--- config.mk ---
export PLATFORM = sky130hd
export DESIGN_NAME = upd_ctrl
export DESIGN_NICKNAME = d
export VERILOG_FILES = /design/src/rtl/upd_ctrl_pkg.sv /design/src/rtl/upd_trigger.sv /design/src/rtl/busy_hold.sv /design/src/rtl/upd_channel.sv /design/src/rtl/upd_ctrl.sv
export SDC_FILE = /design/constraint.sdc
export NUM_CORES = 2
export LEC_CHECK = 0
export BUFFER_PORTS_ARGS = -buffer_cell sky130_fd_sc_hd__buf_2
export CAP_MARGIN = 20
export CORE_MARGIN = 4
export CORE_UTILIZATION = 40
export DETAILED_ROUTE_END_ITERATION = 8
export GPL_TIMING_DRIVEN = 0
export SLEW_MARGIN = 20
export SYNTH_ARGS = -nofsm -noshare
export SYNTH_HDL_FRONTEND = slang
export SYNTH_SLANG_ARGS = --single-unit
--- constraint.sdc ---
create_clock -name clk_i -period 2.54 [get_ports clk_i]
set_clock_uncertainty 0.1 [all_clocks]
set_input_delay 0.508 -clock clk_i [delete_from_list [all_inputs] [get_ports clk_i]]
set_output_delay 0.508 -clock clk_i [all_outputs]
set_load 0.05 [all_outputs]
--- src/rtl/upd_ctrl_pkg.sv ---
package upd_ctrl_pkg;
  typedef enum logic {SRC_A = 1'b0, SRC_B = 1'b1} src_e;
endpackage

--- src/rtl/upd_trigger.sv ---
module upd_trigger (
  input  logic clk_i,
  input  logic rst_ni,
  input  logic load_ni,
  input  logic clr_ni,
  input  logic busy_ni,
  output logic fire_o
);
  logic load_q, line_q, pend_q;
  logic load_fall, line_rise;

  assign load_fall = load_q & ~load_ni;
  assign line_rise = ~line_q & busy_ni;
  assign fire_o    = clr_ni & busy_ni & (pend_q | load_fall | (~load_ni & line_rise));

  always_ff @(posedge clk_i or negedge rst_ni) begin
    if (!rst_ni) begin
      load_q <= 1'b1;
      line_q <= 1'b1;
      pend_q <= 1'b0;
    end else begin
      load_q <= load_ni;
      line_q <= busy_ni;
      if (!clr_ni || fire_o) pend_q <= 1'b0;
      else if (load_fall)    pend_q <= 1'b1;
    end
  end
endmodule

--- src/rtl/busy_hold.sv ---
module busy_hold #(
  parameter int AB_HOLD = 100
) (
  input  logic clk_i,
  input  logic rst_ni,
  input  logic ab_we_i,
  input  logic calc_busy_i,
  output logic pull_o
);
  localparam int TW = $clog2(AB_HOLD + 1);
  logic [TW-1:0] cnt_q;

  always_ff @(posedge clk_i or negedge rst_ni) begin
    if (!rst_ni)             cnt_q <= '0;
    else if (ab_we_i)        cnt_q <= TW'(AB_HOLD);
    else if (cnt_q != '0)    cnt_q <= cnt_q - 1'b1;
  end

  assign pull_o = calc_busy_i | (cnt_q != '0);
endmodule

--- src/rtl/upd_channel.sv ---
module upd_channel
  import upd_ctrl_pkg::*;
#(
  parameter int          DW       = 14,
  parameter logic [DW-1:0] GND_CODE = '0
) (
  input  logic          clk_i,
  input  logic          rst_ni,
  input  logic          we_i,
  input  logic          we_b_i,
  input  logic [DW-1:0] data_i,
  input  logic          ab_we_i,
  input  logic          ab_bit_i,
  input  logic          fire_i,
  input  logic          clr_ni,
  output logic [DW-1:0] out_o,
  output logic          upd_o
);
  logic [DW-1:0] hold_a_q, hold_b_q, dac_q;
  src_e          src_q;
  logic          dirty_q, upd_q;

  always_ff @(posedge clk_i or negedge rst_ni) begin
    if (!rst_ni) begin
      hold_a_q <= '0;
      hold_b_q <= '0;
      dac_q    <= '0;
      src_q    <= SRC_A;
      dirty_q  <= 1'b0;
      upd_q    <= 1'b0;
    end else begin
      if (we_i && we_b_i)  hold_b_q <= data_i;
      if (we_i && !we_b_i) hold_a_q <= data_i;
      if (ab_we_i) src_q <= ab_bit_i ? SRC_B : SRC_A;
      if (fire_i && dirty_q) dac_q <= (src_q == SRC_B) ? hold_b_q : hold_a_q;
      // write on a commit edge stays pending for the next commit
      dirty_q <= (dirty_q & ~fire_i) | we_i;
      upd_q   <= fire_i & dirty_q;
    end
  end

  assign out_o = clr_ni ? dac_q : GND_CODE;
  assign upd_o = upd_q;
endmodule

--- src/rtl/upd_ctrl.sv ---
module upd_ctrl
  import upd_ctrl_pkg::*;
#(
  parameter int            N_CH     = 40,
  parameter int            DW       = 14,
  parameter int            AB_HOLD  = 100,
  parameter logic [DW-1:0] GND_CODE = '0,
  localparam int           CW       = (N_CH > 1) ? $clog2(N_CH) : 1
) (
  input  logic             clk_i,
  input  logic             rst_ni,
  input  logic             load_ni,
  input  logic             clr_ni,
  input  logic             busy_ni,
  output logic             busy_pull_o,
  input  logic             calc_busy_i,
  input  logic             ab_we_i,
  input  logic [N_CH-1:0]  ab_sel_i,
  input  logic             hold_we_i,
  input  logic             hold_b_i,
  input  logic [CW-1:0]    hold_ch_i,
  input  logic [DW-1:0]    hold_data_i,
  output logic [N_CH*DW-1:0] out_o,
  output logic [N_CH-1:0]  upd_o
);
  logic fire;

  upd_trigger u_trig (
    .clk_i  (clk_i),
    .rst_ni (rst_ni),
    .load_ni(load_ni),
    .clr_ni (clr_ni),
    .busy_ni(busy_ni),
    .fire_o (fire)
  );

  busy_hold #(.AB_HOLD(AB_HOLD)) u_busy (
    .clk_i      (clk_i),
    .rst_ni     (rst_ni),
    .ab_we_i    (ab_we_i),
    .calc_busy_i(calc_busy_i),
    .pull_o     (busy_pull_o)
  );

  for (genvar g = 0; g < N_CH; g++) begin : g_ch
    logic we_ch;
    assign we_ch = hold_we_i && (hold_ch_i == CW'(g));
    upd_channel #(.DW(DW), .GND_CODE(GND_CODE)) u_ch (
      .clk_i   (clk_i),
      .rst_ni  (rst_ni),
      .we_i    (we_ch),
      .we_b_i  (hold_b_i),
      .data_i  (hold_data_i),
      .ab_we_i (ab_we_i),
      .ab_bit_i(ab_sel_i[g]),
      .fire_i  (fire),
      .clr_ni  (clr_ni),
      .out_o   (out_o[g*DW +: DW]),
      .upd_o   (upd_o[g])
    );
  end
endmodule

==> qor.yml <==
timing:
  whs_ns: -0.467
  hold_violations: 121
  tns_ns: -0.549
  period_minus_slack_ns: 3.09
  slew_headroom: 0.202
  slew_viol_final: 0
  max_freq_mhz: 324
  fin_ws_ns: -0.549
  tightest_slew_ns: 1.20
  setup_viol: 1
  rsz0062_at_grt: "true"
  period_share: 1.22
global_routing:
  grt_start_max_net_pins: 138
  overflow: 0
  grtUsageTotal: 0.248
  grt_pass1_vias: 50800
  grt_pass1_wl_mm: 366
  antenna_found_initial: 58
pwr:
  cellLeakagePower_nw: 48.3
  comb_power_share: 0.103
  power.share.switching: 0.252
  seqPwrFrac: 0.472
  intPower_w: 0.0503
  p_sw_w: 0.0169
  power_density_nw_per_um2: 711
  vdd_drop_max_mv: 0.659
  p_clk_frac: 0.425
setup_path:
  critPathBufInv: 2
  cp_max_fo: 2
  max_stage_delay_ns: 0.39
  path_class: "reg2out"
  crit_arrival_ns: 2.48
  endpoint_kind: "primary output"
  cp.required_ns: 1.93
  crit_family: "simple AND/OR/NAND/NOR gates"
  slowest_stage: "dfrtp_1"
  start_kind: "flip-flop"
  path_cells: "inv_2, ha_4, or3b_4, nor4_4, or2b_1, buf_6"
logic_synthesis:
  synth.distinct_cells: 51
  ys_top_cells_by_area: "dfrtp_1, mux2_2, and2_1"
  syn_nets: 5482
  ys.flop_type: "dfrtp_1"
  yosysSeqAreaShare: 0.575
  netlist_top_cells_count: "mux2_2, dfrtp_1, and2_1"
  synth_edf_count: 0
  ys_ff_latch: 1810
  yosys_warnings: 0
  synth_cells: 5412
  synth_top_area_frac: 0.574
  async_reset_ff_frac: 1.00
  synth_area_um2: 78800
  yosysTopAreaCell: "dfrtp_1"
  synthMostInstantiatedCell: "mux2_2"
  avgSynthCellArea_um2: 14.6
die:
  core_area_um2: 195000
  die-area_um2: 204000
  placementRows: 162
  die_h_um: 452
  io_pins: 670
  die_w_um: 452
  initial_utilization: 0.403
place:
  place.gp.congestion: 0.835
  dpl.hpwl_mm: 180
  place_inst: 8710
  io_buffers: 652
outcome:
  violations: "negative hold slack, negative setup slack"
  status: "finished with violations"
clock_tree:
  clk_latency_ns: 0.84
  cts_root_buf: "clkbuf_16"
  clk_path_buf_depth: 3
  cts_hold_buf: 45
  clock_sinks: 1810
  cts_buffers: 195
  cts_max_level: 4
  cts.clk_slew.worst_paths_ns: 0.06
  cts_tree: "yes"
routing:
  maxUsedRoutingLayer: "met5"
  wl_mm: 256
  met3_length_mm: 9.90
  viasPerCell: 5.18
  dr.pass1.iters: 5
  ant_nets: 0
  vias: 47700
  met1_length_mm: 108
  wl_per_cell_um: 27.8
  drtIter0Drc: 2963
  drc_errors: 0
  met2_length_mm: 125
layout:
  layout-drive-gt1-share: 0.567
  final_cells: 9206
  areaGrowthSynthToFinish_pct: 20.0
  layout.nets: 6486
run:
  max_cap_violations: 0
worst_hold_path:
  min_path_type: "in2async"
[per-layer routing]
| layer | global-route usage | vias to the layer above |
|---|---|---|
| li1 | - | 20800 |
| met4 | 0.111 | 2 |
| met2 | 0.419 | 1166 |
| met5 | 0 | - |
| met3 | 0.0323 | 424 |
| met1 | 0.319 | 25200 |
[registers in the layout (all words and copies together) (netlist names)]
| signal | count |
|---|---|
| g_ch.u_ch.hold_b_q | 560 |
| g_ch.u_ch.dac_q | 560 |
| g_ch.u_ch.src_q | 40 |
| u_trig.pend_q | 1 |
| g_ch.u_ch.dirty_q | 40 |
| g_ch.u_ch.hold_a_q | 560 |
| u_busy.cnt_q | 7 |
| u_trig.line_q | 1 |
| g_ch.u_ch.upd_o | 40 |
| u_trig.load_q | 1 |
[worst reg2reg max path: cells and delay by family, from the launching register on]
family	cells	cell delay, ns
mux	1	0.33
flops	1	0.53
simple gates	2	0.39
buf+inv	4	0.96
[through the flow]
stage / hold slack [ns] / worst slack, ns / util / cell area, µm² / power (W)
floorplan: 0.112 / 0.0604 / - / 78800 / 0.0361
global placement: 0.362 / -39.56 / 0.437 / 85300 / 0.0386
detailed placement: 0.376 / -1.70 / 0.440 / 86100 / 0.0390
CTS: -0.480 / -0.683 / 0.483 / 94300 / 0.0679
global route: -0.448 / -0.651 / 0.484 / 94500 / 0.0696
finish: -0.467 / -0.549 / 0.484 / 94500 / 0.0672
[layout make-up]
type | instances | area (µm²)
Inverter | 45 | 169
Sequential cell | 1810 | 45300
Timing Repair Buffer | 810 | 5220
Tap cell | 2624 | 3280
Clock inverter | 46 | 628
Buffer | 470 | 2460
Clock buffer | 301 | 5810
Fill cell | 17300 | 101000
Antenna cell | 16 | 40.0
Multi-Input combinational cell | 3084 | 31600
[layout by cell type, fill, tap and decap left out, drive strengths merged, types with 3 or more instances in the layout]
master,netlist,final
nor4,42,42
nand4bb,5,5
clkinv,0,30
and4bb,8,8
o2bb2ai,24,24
nor4bb,3,3
or4b,4,4
dfrtp,1808,1808
inv,45,50
nand2,50,50
and2,560,560
dlygate4sd3,0,45
nor3,4,4
bufinv,0,8
a21oi,3,3
a22o,14,14
nor4b,6,6
nand3b,4,4
nor3b,4,4
clkbuf,248,559
nand4b,7,7
nor2b,4,4
mux2,2282,2282
clkinvlp,0,3
diode,0,16
buf,225,975
or3,3,3
nor2,37,37
[path summary, 6_finish.rpt]
path	end	slack [ns]	startpoint	cells after the start
max	busy_pull_o	-0.55	u_busy.cnt_q[0]$_DFFE_PN0P_	6
min	g_ch[39].u_ch.upd_o$_DFF_PN0_	-0.47	rst_ni	1
max reg2reg	g_ch[4].u_ch.dac_q[0]$_DFFE_PN0P_	0.08	u_trig.load_q$_DFF_PN1_	7
min reg2reg	g_ch[37].u_ch.hold_b_q[11]$_DFFE_PN0P_	0.39	g_ch[37].u_ch.hold_b_q[11]$_DFFE_PN0P_	1
max in group asynchronous	g_ch[3].u_ch.hold_a_q[0]$_DFFE_PN0P_	0.41	rst_ni	5
min in group clk_i	g_ch[36].u_ch.dirty_q$_DFF_PN0_	0.09	hold_ch_i[3]	3
[power groups by stage]
stage          registers, W  logic [W]  clock network (W)
2_1_floorplan        0.0318    0.00429                  0
3_3_place_gp         0.0322    0.00642                  0
3_5_place_dp         0.0322    0.00679                  0
4_1_cts              0.0317    0.00701             0.0292
5_1_grt              0.0319    0.00744             0.0303
6_report             0.0317    0.00694             0.0286
[logic make-up after synthesis]
group | after synthesis | synth area share
DFF | 1810 | 0.575
AOI/OAI and AO/OA | 48 | 0.00515
xor gates and xnor gates | 1 | 0.000111
adders and majority gates | 1 | 0.000159
muxes | 2282 | 0.326
and+or+nand+nor | 752 | 0.0640
buffers and inverters | 518 | 0.0293
[repair_timing]
action | in CTS | in global routing
hold endpoints to repair | 148 | 102
gates resized for setup | 214 | 51
cloned | 2 | 2
pin swaps | 39 | 5
endpoints found under the setup margin | 1127 | 517
setup buffers | 75 | 12
No activity file was read; power rests on OpenSTA's default activity.
